### config.mk
export PLATFORM = sky130hd
export DESIGN_NAME = bcdx_unit
export DESIGN_NICKNAME = d
export VERILOG_FILES = /design/src/rtl/bcdx_pkg.sv /design/src/rtl/bcdx_digit_cell.sv /design/src/rtl/bcdx_chain_adder.sv /design/src/rtl/bcdx_seq.sv /design/src/rtl/bcdx_unit.sv
export SDC_FILE = /design/constraint.sdc
export NUM_CORES = 1
export LEC_CHECK = 0
export BUFFER_PORTS_ARGS = -buffer_cell sky130_fd_sc_hd__buf_2
export CORE_MARGIN = 2
export CORE_UTILIZATION = 35
export CTS_BUF_LIST = sky130_fd_sc_hd__clkbuf_8
export CTS_CLUSTER_DIAMETER = 60
export CTS_CLUSTER_SIZE = 8
export DETAILED_ROUTE_END_ITERATION = 6
export PLACE_DENSITY = 0.67
export SETUP_SLACK_MARGIN = 0.5
export SKIP_CTS_REPAIR_TIMING = 1
export SLEW_MARGIN = 20
export SYNTH_ARGS = -nofsm -noshare
export SYNTH_HDL_FRONTEND = slang
export SYNTH_SLANG_ARGS = --single-unit
### constraint.sdc
create_clock -name clk -period 5.3 [get_ports clk]
set_input_delay 1.06 -clock clk [delete_from_list [all_inputs] [get_ports clk]]
set_output_delay 1.06 -clock clk [all_outputs]
set_load 0.01 [all_outputs]
### src/rtl/bcdx_pkg.sv
package bcdx_pkg;

  localparam int DIGIT_W = 4;
  localparam int DEC_MAX = 9;
  localparam int DEC_FIX = 6;

  typedef enum logic [2:0] {
    ST_IDLE,
    ST_RD_SRC,
    ST_RD_DST,
    ST_ADD,
    ST_WR
  } seq_state_t;

  typedef struct packed {
    logic x;
    logic n;
    logic z;
    logic v;
  } flags_t;

  // One decimal digit step: returns {carry, digit}
  function automatic logic [DIGIT_W:0] digit_step(input logic [DIGIT_W-1:0] a,
                                                  input logic [DIGIT_W-1:0] b,
                                                  input logic cin);
    logic [DIGIT_W:0]   raw;
    logic               over;
    logic [DIGIT_W-1:0] fixed;
    raw   = {1'b0, a} + {1'b0, b} + {{DIGIT_W{1'b0}}, cin};
    over  = (raw > (DIGIT_W + 1)'(DEC_MAX));
    fixed = raw[DIGIT_W-1:0] + (over ? DIGIT_W'(DEC_FIX) : '0);
    return {over, fixed};
  endfunction

  // Flag update: extend mirrors carry, zero is sticky, N and V held
  function automatic flags_t flags_next(input flags_t old,
                                        input logic nonzero,
                                        input logic carry);
    flags_t f;
    f.x = carry;
    f.n = old.n;
    f.v = old.v;
    f.z = old.z & ~nonzero;
    return f;
  endfunction

endpackage

### src/rtl/bcdx_digit_cell.sv
module bcdx_digit_cell
  import bcdx_pkg::*;
(
  input  logic [DIGIT_W-1:0] a,
  input  logic [DIGIT_W-1:0] b,
  input  logic               cin,
  output logic [DIGIT_W-1:0] sum,
  output logic               cout
);

  logic [DIGIT_W:0] step;

  assign step = digit_step(a, b, cin);
  assign sum  = step[DIGIT_W-1:0];
  assign cout = step[DIGIT_W];

endmodule

### src/rtl/bcdx_chain_adder.sv
module bcdx_chain_adder
  import bcdx_pkg::*;
#(
  parameter int DIGITS = 2
) (
  input  logic [DIGITS*DIGIT_W-1:0] a,
  input  logic [DIGITS*DIGIT_W-1:0] b,
  input  logic                      cin,
  output logic [DIGITS*DIGIT_W-1:0] sum,
  output logic                      cout
);

  logic [DIGITS:0] cy;

  assign cy[0] = cin;

  for (genvar g = 0; g < DIGITS; g++) begin : g_digit
    bcdx_digit_cell u_cell (
      .a    (a[g*DIGIT_W +: DIGIT_W]),
      .b    (b[g*DIGIT_W +: DIGIT_W]),
      .cin  (cy[g]),
      .sum  (sum[g*DIGIT_W +: DIGIT_W]),
      .cout (cy[g+1])
    );
  end

  assign cout = cy[DIGITS];

endmodule

### src/rtl/bcdx_seq.sv
module bcdx_seq
  import bcdx_pkg::*;
#(
  parameter int AW = 8
) (
  input  logic          clk,
  input  logic          rst_n,
  input  logic          start,
  input  logic          mem_mode,
  input  logic [AW-1:0] src_ptr_in,
  input  logic [AW-1:0] dst_ptr_in,
  output logic          mem_rd,
  output logic          mem_wr,
  output logic [AW-1:0] mem_addr,
  output logic [AW-1:0] src_ptr_q,
  output logic [AW-1:0] dst_ptr_q,
  output logic          load_mem,
  output logic          cap_src,
  output logic          cap_dst,
  output logic          add_mem,
  output logic          reg_fire,
  output logic          wr_fire,
  output logic          busy,
  output logic          done
);

  seq_state_t state_q, state_d;
  logic       accept;

  assign accept   = start && (state_q == ST_IDLE);
  assign reg_fire = accept && !mem_mode;
  assign load_mem = accept && mem_mode;
  assign cap_src  = (state_q == ST_RD_SRC);
  assign cap_dst  = (state_q == ST_RD_DST);
  assign add_mem  = (state_q == ST_ADD);
  assign wr_fire  = (state_q == ST_WR);
  assign busy     = (state_q != ST_IDLE);
  assign mem_rd   = cap_src || cap_dst;
  assign mem_wr   = wr_fire;

  always_comb begin
    state_d = state_q;
    unique case (state_q)
      ST_IDLE:   if (load_mem) state_d = ST_RD_SRC;
      ST_RD_SRC: state_d = ST_RD_DST;
      ST_RD_DST: state_d = ST_ADD;
      ST_ADD:    state_d = ST_WR;
      ST_WR:     state_d = ST_IDLE;
      default:   state_d = ST_IDLE;
    endcase
  end

  always_comb begin
    unique case (state_q)
      ST_RD_SRC: mem_addr = src_ptr_q - AW'(1);
      ST_RD_DST: mem_addr = dst_ptr_q - AW'(1);
      ST_WR:     mem_addr = dst_ptr_q;
      default:   mem_addr = '0;
    endcase
  end

  always_ff @(posedge clk or negedge rst_n) begin
    if (!rst_n) begin
      state_q   <= ST_IDLE;
      src_ptr_q <= '0;
      dst_ptr_q <= '0;
      done      <= 1'b0;
    end else begin
      state_q <= state_d;
      done    <= reg_fire || wr_fire;
      if (load_mem) begin
        src_ptr_q <= src_ptr_in;
        dst_ptr_q <= dst_ptr_in;
      end else begin
        if (cap_src) src_ptr_q <= src_ptr_q - AW'(1);
        if (cap_dst) dst_ptr_q <= dst_ptr_q - AW'(1);
      end
    end
  end

endmodule

### src/rtl/bcdx_unit.sv
module bcdx_unit
  import bcdx_pkg::*;
#(
  parameter int DIGITS = 2,
  parameter int AW     = 8,
  localparam int W     = DIGITS * DIGIT_W
) (
  input  logic          clk,
  input  logic          rst_n,
  input  logic          start,
  input  logic          mem_mode,
  input  logic [W-1:0]  src_in,
  input  logic [W-1:0]  dst_in,
  input  logic          x_in,
  input  logic          z_in,
  input  logic          n_in,
  input  logic          v_in,
  input  logic [AW-1:0] src_ptr_in,
  input  logic [AW-1:0] dst_ptr_in,
  input  logic [W-1:0]  mem_rdata,
  output logic          mem_rd,
  output logic          mem_wr,
  output logic [AW-1:0] mem_addr,
  output logic [W-1:0]  mem_wdata,
  output logic [W-1:0]  result,
  output logic          x_out,
  output logic          z_out,
  output logic          n_out,
  output logic          v_out,
  output logic          c_out,
  output logic [AW-1:0] src_ptr_out,
  output logic [AW-1:0] dst_ptr_out,
  output logic          busy,
  output logic          done
);

  // Sequencer events, named for the checker and for readability
  logic load_mem, cap_src, cap_dst, add_mem, reg_fire, wr_fire, add_fire;

  bcdx_seq #(.AW(AW)) u_seq (
    .clk        (clk),
    .rst_n      (rst_n),
    .start      (start),
    .mem_mode   (mem_mode),
    .src_ptr_in (src_ptr_in),
    .dst_ptr_in (dst_ptr_in),
    .mem_rd     (mem_rd),
    .mem_wr     (mem_wr),
    .mem_addr   (mem_addr),
    .src_ptr_q  (src_ptr_out),
    .dst_ptr_q  (dst_ptr_out),
    .load_mem   (load_mem),
    .cap_src    (cap_src),
    .cap_dst    (cap_dst),
    .add_mem    (add_mem),
    .reg_fire   (reg_fire),
    .wr_fire    (wr_fire),
    .busy       (busy),
    .done       (done)
  );

  assign add_fire = reg_fire || add_mem;

  // Operand and flag latches used by the memory sequence
  logic [W-1:0] src_lat, dst_lat;
  flags_t       flags_lat, flags_in, flags_cur, flags_new, flags_q;

  assign flags_in = '{x: x_in, n: n_in, z: z_in, v: v_in};

  always_ff @(posedge clk or negedge rst_n) begin
    if (!rst_n) begin
      src_lat   <= '0;
      dst_lat   <= '0;
      flags_lat <= '0;
    end else begin
      if (load_mem) flags_lat <= flags_in;
      if (cap_src)  src_lat   <= mem_rdata;
      if (cap_dst)  dst_lat   <= mem_rdata;
    end
  end

  // Adder operand selection: latched values in the add state, ports otherwise
  logic [W-1:0] op_a, op_b, sum;
  logic         carry;

  assign op_a      = add_mem ? src_lat   : src_in;
  assign op_b      = add_mem ? dst_lat   : dst_in;
  assign flags_cur = add_mem ? flags_lat : flags_in;

  bcdx_chain_adder #(.DIGITS(DIGITS)) u_add (
    .a    (op_a),
    .b    (op_b),
    .cin  (flags_cur.x),
    .sum  (sum),
    .cout (carry)
  );

  assign flags_new = flags_next(flags_cur, |sum, carry);

  logic [W-1:0] result_q;
  logic         c_q;

  always_ff @(posedge clk or negedge rst_n) begin
    if (!rst_n) begin
      result_q <= '0;
      flags_q  <= '0;
      c_q      <= 1'b0;
    end else if (add_fire) begin
      result_q <= sum;
      flags_q  <= flags_new;
      c_q      <= carry;
    end
  end

  assign result    = result_q;
  assign mem_wdata = result_q;
  assign x_out     = flags_q.x;
  assign z_out     = flags_q.z;
  assign n_out     = flags_q.n;
  assign v_out     = flags_q.v;
  assign c_out     = c_q;

endmodule

==> flow_summary.yaml, run 1 <==
cells_and_area:
  diodes: 0
  final_cells: 567
  syn2layout_area_growth_pct: 26.34
  n_fill_cell: 872
  fin_util: 0.4614
  drive_above_1_share: 0.3595
  nNetsFinal: 522
yosys:
  synth_fp_nets: 428
  synthesis.area_um2: 3216
  synth_common_cells: "93 x nand2_1, 52 x dfrtp_1, 30 x o21ai_0"
  ys_seq_area_frac: 0.4047
  avgSynthCellArea_um2: 8.834
  synth-async-reset-ratio: 1.000
  netlist.area_leader.share: 0.4047
  synth_edf_count: 0
  netlist_instances: 364
  ys_ff_latch: 52
  ys.flop_type: "dfrtp_1"
  synth.distinct_cells: 38
  synthTopCellsByArea: "dfrtp_1 40%, nand2_1 11%, mux2_2 6.0%"
  synth_top_cell_by_area: "dfrtp_1"
  yosysWarnings: 0
  synth_most_common_cell: "nand2_1"
timing:
  worst_slew_pin_slew_ns: 0.6971
  finalCriticalPeriod_ns: 4.831
  drv_slew: 0
  timing.final.crit_share: 0.9115
  rsz0062_at_grt: "yes"
  setup_slack_ns: 0.4692
  max_freq_mhz: 207.0
  fin_setup_tns_ns: 0
  skew_ns: 0.004904
  final-setup-viol-count: 0
  hold_viol: 0
  relSlewSlack: 0.5353
worst_hold_path:
  min_path_type: "flip-flop to flip-flop"
power:
  p_per_area_nw_per_um2: 673.8
  ir_drop_mv: 0.2558
  p_leak_uw: 0.002029
routing:
  drc: 0
  firstDrtPassIters: 4
  vias_per_cell: 5.116
  num_vias: 2901
  drt-total-wl_mm: 8.601
  wl_per_cell_um: 15.17
  dr.first_iter.drc_count: 139
  ant_nets: 0
critical_path:
  endpoint_kind: "flip-flop"
  worstPathArrival_ns: 5.06
  worstPathMaxFanout: 3
  crit_type: "input port to flip-flop"
  startpoint_type: "input port"
  required_ns: 5.53
grt:
  grt_max_degree: 53
  grt.total_usage: 0.1711
  grt_first_pass_wirelength_mm: 13.50
  first_global_vias: 2796
  grt_antenna_before_repair: 0
  grt.overflow.total: 0
placed_design:
  place_ws_ns: -0.06249
  portBuffers: 96
  gp_congestion: 0.8936
  dp_hpwl_mm: 6.262
  dp.cells: 551
cts:
  cts_tree: "done"
  clock_sinks: 52
  clockRootBuffer: "clkbuf_8"
  clk_pin_slew_ns: 0.09
  cts_buffer_depth: 2
  cts_buffers: 5
  ctsHtreeMaxLevel: 2
  clock_latency_ns: 0.30
floorplanning:
  ioPinCount: 97
  start_util: 0.3652
  num_rows: 34
  die_w_um: 99.85
  die_height_um: 99.85
  core-area_um2: 8806
  fp.dieArea_um2: 9970
job:
  maxCapViolCount: 0
outcome:
  status: "completed"
==> worst paths after layout <==
| check | startpoint | endpoint | slack, ns | depth (start not counted) |
|---|---|---|---|---|
| min reg2reg | dst_lat[7] | dst_lat[7] | 0.48 | 2 |
| max in group asynchronous | rst_n | u_seq.state_q[2] | 3.96 | 2 |
| max | dst_in[0] | z_out | 0.47 | 23 |
| min | dst_lat[7] | dst_lat[7] | 0.48 | 2 |
| max reg2reg | u_seq.state_q[2] | z_out | 0.50 | 24 |
| min in group asynchronous | rst_n | u_seq.dst_ptr_q[5] | 0.86 | 2 |
==> final cells by class <==
| class | instances | area, um^2 | area share |
|---|---|---|---|
| sequential | 52 | 1303 | 0.3206 |
| inverter | 14 | 52.55 | 0.01294 |
| timing repair buffer | 111 | 615.6 | 0.1515 |
| clock inverter | 2 | 7.507 | 0.001848 |
| multi-input combinational | 274 | 1867 | 0.4595 |
| clock buffer | 6 | 82.58 | 0.02033 |
| tap | 108 | 135.1 | 0.03326 |
==> placed cells by master (no fill, tap or decap), types with 3 or more instances in the layout <==
master    synthesis  routed
xnor2_1           9       8
nor3_1            8       7
a21oi_1          16      15
nand2b_1          3       3
o22ai_1           4       3
buf_4             9      15
nor2b_1           5       4
nor3b_1           6       5
nor2_1           17      17
nand2_1          93      92
nand3_1           5       5
o211ai_1          5       5
ha_1             10       8
mux2i_1           8       5
mux2_2           17      17
fa_2              0       5
dfrtp_1          52      51
inv_1            14      14
xor2_1            7       5
a221o_1           5       5
o21ai_1           0       3
o21ai_0          30      26
buf_2             5      93
clkbuf_8          0       6
==> critical path: stages <==
cell and delay, ns:
buf_8 0.10, mux2i_4 0.16, fa_2 0.24, inv_2 0.04, fa_2 0.38, xor2_4 0.17, nor2_1 0.06, o21ai_1 0.12
and2_1 0.18, nor3_2 0.06, fa_2 0.36, fa_2 0.39, xor2_2 0.20, a21oi_2 0.14, o22ai_2 0.09, nand2b_1 0.09
ha_2 0.17, inv_2 0.04, fa_2 0.35, xnor2_2 0.15, xnor2_1 0.24, nand4_1 0.13, o21ai_1 0.14
==> report_power, final <==
group	switching, uW	internal [uW]
registers	169	583
clock network	132	103
logic	960	790
==> flip-flops by register name, indices dropped and copies added, names as in the netlist <==
register and count:
u_seq.done 1, u_seq.src_ptr_q 8, v_out 1, u_seq.dst_ptr_q 8, mem_wdata 8, c_out 1, n_out 1, dst_lat 8
src_lat 8, flags_lat 4, u_seq.state_q 3, z_out 1
==> per-stage QoR <==
step | power (uW) | hold slack, ns | area (um^2)
6_report | 2738 | 0.4796 | 4063
4_1_cts | 2547 | 0.4862 | 3881
3_5_place_dp | 2304 | 0.4629 | 3791
2_1_floorplan | 1843 | 0.4417 | 3248
5_1_grt | 2979 | 0.5040 | 4063
3_3_place_gp | 2256 | 0.4558 | 3791
==> routing by layer <==
metal	up-vias	share of wire	GRT usage
li1	1412	-	-
met1	1390	0.45	0.2398
met2	83	0.48	0.2807
met3	16	0.045	0.02368
met4	0	0.022	0.04426
met5	-	0	0
==> cell families (layout without fill, tap and decap cells) <==
family	Yosys count	in the layout	synth area share
and+or+nand+nor	149	150	0.2066
AOI/OAI and AO/OA	67	67	0.1265
DFF	52	52	0.4047
buffers and inverters	39	133	0.05797
muxes	25	25	0.08444
adders and majority gates	16	16	0.07627
xor gates and xnor gates	16	16	0.04358
(Power assumes the default switching activity.)
==> inputs of run 2 (changes only) <==
Settings changed: CORE_ASPECT_RATIO set to 0.6, SETUP_SLACK_MARGIN 0.5 to 0.1.
Clock period 5.3 ns to 4.3 ns, I/O delays scaled along.
==> run 2 against run 1 <==
  * The run now ends with negative setup slack left
  * Total power rose by 29%
  * Critical path depth rose by 2
  * Global-route usage rose by 0.54 points
  * Largest cell class unchanged
  * Highest routed layer unchanged
  * First-iteration DRC count fell by 1.4%
  * Clock power rose by 67%
  * Critical path type is now flip-flop to flip-flop
  * Largest power group unchanged
==> flow_summary.yaml, run 2 (synthesis gave the netlist of run 1 again) <==
outcome:
  status: "finished with violations"
  violations: "negative setup slack"
grt:
  grt_max_degree: 53
  grt_antenna_before_repair: 0
  first_global_vias: 2690
  grt.overflow.total: 0
  grt.total_usage: 0.1765
  grt_first_pass_wirelength_mm: 13.77
timing:
  drv_slew: 0
  max_freq_mhz: 206.4
  finalCriticalPeriod_ns: 4.844
  timing.final.crit_share: 1.127
  worst_slew_pin_slew_ns: 0.7938
  skew_ns: 0.008460
  hold_viol: 0
  setup_slack_ns: -0.5440
  relSlewSlack: 0.4688
  rsz0062_at_grt: "yes"
  final-setup-viol-count: 3
placed_design:
  place_ws_ns: -0.7737
  portBuffers: 96
  dp_hpwl_mm: 6.757
  dp.cells: 574
  gp_congestion: 0.8448
floorplanning:
  fp.dieArea_um2: 9995
  die_w_um: 127.7
  core-area_um2: 9054
  die_height_um: 78.25
  start_util: 0.3552
  ioPinCount: 97
  num_rows: 27
cells_and_area:
  final_cell_mix: "96 x buf_2, 92 x nand2_1, 52 x dfrtp_1, 25 x o21ai_0, 25 x buf_4"
  final_cells: 585
  diodes: 0
  syn2layout_area_growth_pct: 29.77
  final_common_cell: "buf_2"
  n_fill_cell: 891
  nNetsFinal: 533
  drive_above_1_share: 0.3667
  fin_util: 0.4609
power:
  power_uw: 3538
  ir_drop_mv: 0.2561
  p_leak_uw: 0.002098
  p_per_area_nw_per_um2: 847.9
routing:
  route.met2.wl_mm: 3.634
  drc: 0
  wl_met3_um: 486
  firstDrtPassIters: 4
  wl_met1_mm: 4.813
  num_vias: 2880
  vias_per_cell: 4.923
  drt-total-wl_mm: 8.959
  wl_per_cell_um: 15.31
  ant_nets: 0
  top_layer_used: "met4"
  dr.first_iter.drc_count: 137
cts:
  cts_buffers: 5
  clk_pin_slew_ns: 0.10
  clock_sinks: 52
  clock_latency_ns: 0.31
  ctsHtreeMaxLevel: 2
  clockRootBuffer: "clkbuf_8"
  cts_buffer_depth: 2
  cts_tree: "done"
critical_path:
  crit_type: "flip-flop to flip-flop"
  required_ns: 4.54
  endpoint_kind: "flip-flop"
  worstPathArrival_ns: 5.09
  worstPathMaxFanout: 7
  startpoint_type: "flip-flop"
worst_hold_path:
  min_path_type: "flip-flop to flip-flop"
job:
  maxCapViolCount: 0
==> run 2: critical path: stages, from the launching register on <==
cell	delay, ns
dfrtp_1	0.42
nor2b_4	0.15
nand2_4	0.06
buf_12	0.15
mux2i_4	0.19
fa_2	0.41
inv_2	0.07
fa_2	0.22
xor2_2	0.19
nor2_1	0.06
o21ai_1	0.13
and2_1	0.16
nor3_1	0.06
fa_2	0.37
fa_2	0.41
xor2_2	0.20
a21oi_2	0.15
o22ai_2	0.10
nand2b_1	0.09
ha_2	0.16
inv_1	0.04
fa_1	0.51
nand4b_1	0.11
nor3_2	0.13
nand4_1	0.10
o21ai_1	0.14
==> run 2: per-stage QoR <==
step           setup TNS (ns)  cell area, um^2  hold WS, ns
3_5_place_dp           -1.948             3953       0.4622
6_report               -1.121             4173       0.4790
4_1_cts                -1.285             4081       0.4878
2_1_floorplan         -0.6179             3292       0.4417
5_1_grt                -1.832             4173       0.5200
3_3_place_gp           -1.144             3953       0.4568
==> run 2: metal layers <==
metal,vias to the layer above,global-route usage
li1,1435,-
met1,1356,0.2713
met2,84,0.2540
met3,5,0.04363
met4,0,0.02527
met5,-,0
==> run 2: worst paths after layout <==
kind | from | endpoint | slack, ns | cells past startpoint
min reg2reg | dst_lat[2] | dst_lat[2] | 0.48 | 2
max reg2reg | u_seq.state_q[2] | z_out | -0.54 | 25
min in group asynchronous | rst_n | dst_lat[7] | 0.65 | 2
max | u_seq.state_q[2] | z_out | -0.54 | 25
max in group asynchronous | rst_n | u_seq.done | 3.17 | 2
min | dst_lat[2] | dst_lat[2] | 0.48 | 2
==> run 2: power breakdown <==
group | internal (uW) | leakage (uW) | switching, uW | total (uW)
registers | 719 | 0.000647 | 202 | 921
clock network | 229 | 0.0000642 | 164 | 393
logic | 1030 | 0.00139 | 1190 | 2220
==> run 2: layout make-up <==
class,count,area [um^2],share of cell area
clock buffers,5,68.82,0.01649
clock inverters,2,60.06,0.01439
inverters,14,52.55,0.01259
multi-input cells,273,1832,0.4390
flip-flops and latches,52,1301,0.3118
well taps,116,145.1,0.03478
repair buffers,123,713.2,0.1709
==> inputs of run 3 (changes only) <==
Settings changed: PLACE_DENSITY 0.67 to unset, PLACE_DENSITY_LB_ADDON set to 0.08.
==> run 3 against run 2 <==
  * The flow still finishes with violations (negative setup slack)
  * Total power increased by 0.52%
  * Critical path depth unchanged
  * Hold slack improved by 0.00068 ns
  * Largest power group unchanged
  * Clock skew increased by 0.0027 ns
  * Register-to-register slack improved by 0.05 ns
  * Maximum frequency increased by 1.0%
  * Die area unchanged
  * First-iteration DRC count increased by 8.8%
  * Setup slack improved by 0.049 ns
  * Critical endpoint unchanged
  * Sequential share of layout area increased by 0.14 points
==> flow_summary.yaml, run 3 (synthesis gave the netlist of run 1 again) <==
outcome:
  status: "finished with violations"
  violations: "negative setup slack"
placed_design:
  gp_congestion: 0.8614
  dp.cells: 575
  portBuffers: 96
  dp_hpwl_mm: 6.792
  place_ws_ns: -0.7185
floorplanning:
  die_w_um: 127.7
  ioPinCount: 97
  start_util: 0.3552
  num_rows: 27
  die_height_um: 78.25
  core-area_um2: 9054
  fp.dieArea_um2: 9995
critical_path:
  endpoint_kind: "flip-flop"
  r2r_cells: 25
  crit_type: "flip-flop to flip-flop"
  cpMostUsedCell: "fa_2"
  cp_slowest_cell: "fa_1"
  crit_path_max_incr_delay_ns: 0.50
  rr_startpoint: "u_seq.state_q[1]"
  startpoint_type: "flip-flop"
  worstPathMaxFanout: 6
  required_ns: 4.55
  worstPathArrival_ns: 5.04
  rrSetupSlack_ns: -0.49
  r2r_end: "z_out"
job:
  maxCapViolCount: 0
worst_hold_path:
  min_delay_path_depth: 2
  hold_end: "src_lat[4]"
  holdCritStartpoint: "src_lat[4]"
  min_path_type: "flip-flop to flip-flop"
timing:
  final-setup-viol-count: 3
  skew_ns: 0.01115
  timing.final.crit_share: 1.115
  hold_viol: 0
  whs_ns: 0.4797
  worst_slew_pin_slew_ns: 0.7187
  drv_slew: 0
  setup_slack_ns: -0.4949
  finalCriticalPeriod_ns: 4.795
  fin_setup_tns_ns: -1.268
  relSlewSlack: 0.5208
  rsz0062_at_grt: "yes"
  max_freq_mhz: 208.6
cells_and_area:
  final_cell_mix: "96 x buf_2, 91 x nand2_1, 52 x dfrtp_1, 26 x o21ai_0, 25 x buf_4"
  syn2layout_area_growth_pct: 29.18
  n_fill_cell: 919
  diodes: 0
  nNetsFinal: 535
  drive_above_1_share: 0.3686
  final_cells: 588
  final_common_cell: "buf_2"
grt:
  grt.overflow.total: 0
  gr-usage-met1: 0.3081
  met2_usage: 0.2369
  first_global_vias: 2683
  grt.total_usage: 0.1859
  grt_first_pass_wirelength_mm: 14.30
  grt_antenna_before_repair: 0
  grt_max_degree: 30
  grt_use_met3: 0.04567
  busiest_layer: "met1"
cts:
  clockRootBuffer: "clkbuf_8"
  clock_latency_ns: 0.32
  clk_pin_slew_ns: 0.10
  ctsHtreeMaxLevel: 2
  cts_buffers: 5
  cts_buffer_depth: 2
  clock_sinks: 52
  cts_tree: "done"
power:
  p_per_area_nw_per_um2: 856.1
  p_leak_uw: 0.002100
  ir_drop_mv: 0.2917
routing:
  ant_nets: 0
  drt-total-wl_mm: 9.213
  drc: 0
  firstDrtPassIters: 4
  vias_per_cell: 4.861
  wl_per_cell_um: 15.67
  num_vias: 2858
  dr.first_iter.drc_count: 149
run 3: area by class of cell:
type / instances / area (um^2) / area share
flip-flops and latches: 52 / 1301 / 0.3133
repair buffers: 125 / 744.5 / 0.1792
inverters: 14 / 52.55 / 0.01265
clock buffers: 6 / 82.58 / 0.01988
multi-input cells: 273 / 1818 / 0.4377
clock inverters: 2 / 10.01 / 0.002410
well taps: 116 / 145.1 / 0.03494
run 3: where the power goes:
group | internal [uW] | switching (uW)
logic | 1110 | 1220
registers | 719 | 198
clock network | 129 | 175
run 3: per-layer routing:
layer	part of all wire	vias up
li1	-	1436
met5	0	-
met2	0.36	81
met3	0.058	5
met4	0.0055	0
met1	0.57	1336
run 3: stage by stage:
stage,instance area [um^2],total power (uW),util
6_report,4154,3556,0.4588
5_1_grt,4154,3889,0.4588
4_1_cts,4048,3429,0.4471
3_5_place_dp,3955,3109,0.4368
3_3_place_gp,3955,3087,0.4368
2_1_floorplan,3292,2312,-
run 3: worst max path at each step:
stage,from,end,slack (ns),cells past startpoint
2_1_floorplan,u_seq.state_q[2],z_out,-0.34,26
3_3_place_gp,dst_in[0],z_out,-0.56,23
3_5_place_dp,dst_in[0],z_out,-0.72,23
4_1_cts,u_seq.state_q[1],z_out,-0.59,25
5_1_grt,u_seq.state_q[1],z_out,-0.81,25
6_report,u_seq.state_q[1],z_out,-0.49,25
run 3: critical path: cells and delay by family (launching register included):
family | cells | cell delay [ns]
flip-flops | 1 | 0.39
AND/OR/NAND/NOR | 9 | 0.94
AO/OA/AOI/OAI | 4 | 0.50
XOR/XNOR | 2 | 0.37
adder cells (fa/ha/maj) | 6 | 2.04
buffers and inverters | 3 | 0.22
multiplexers | 1 | 0.24
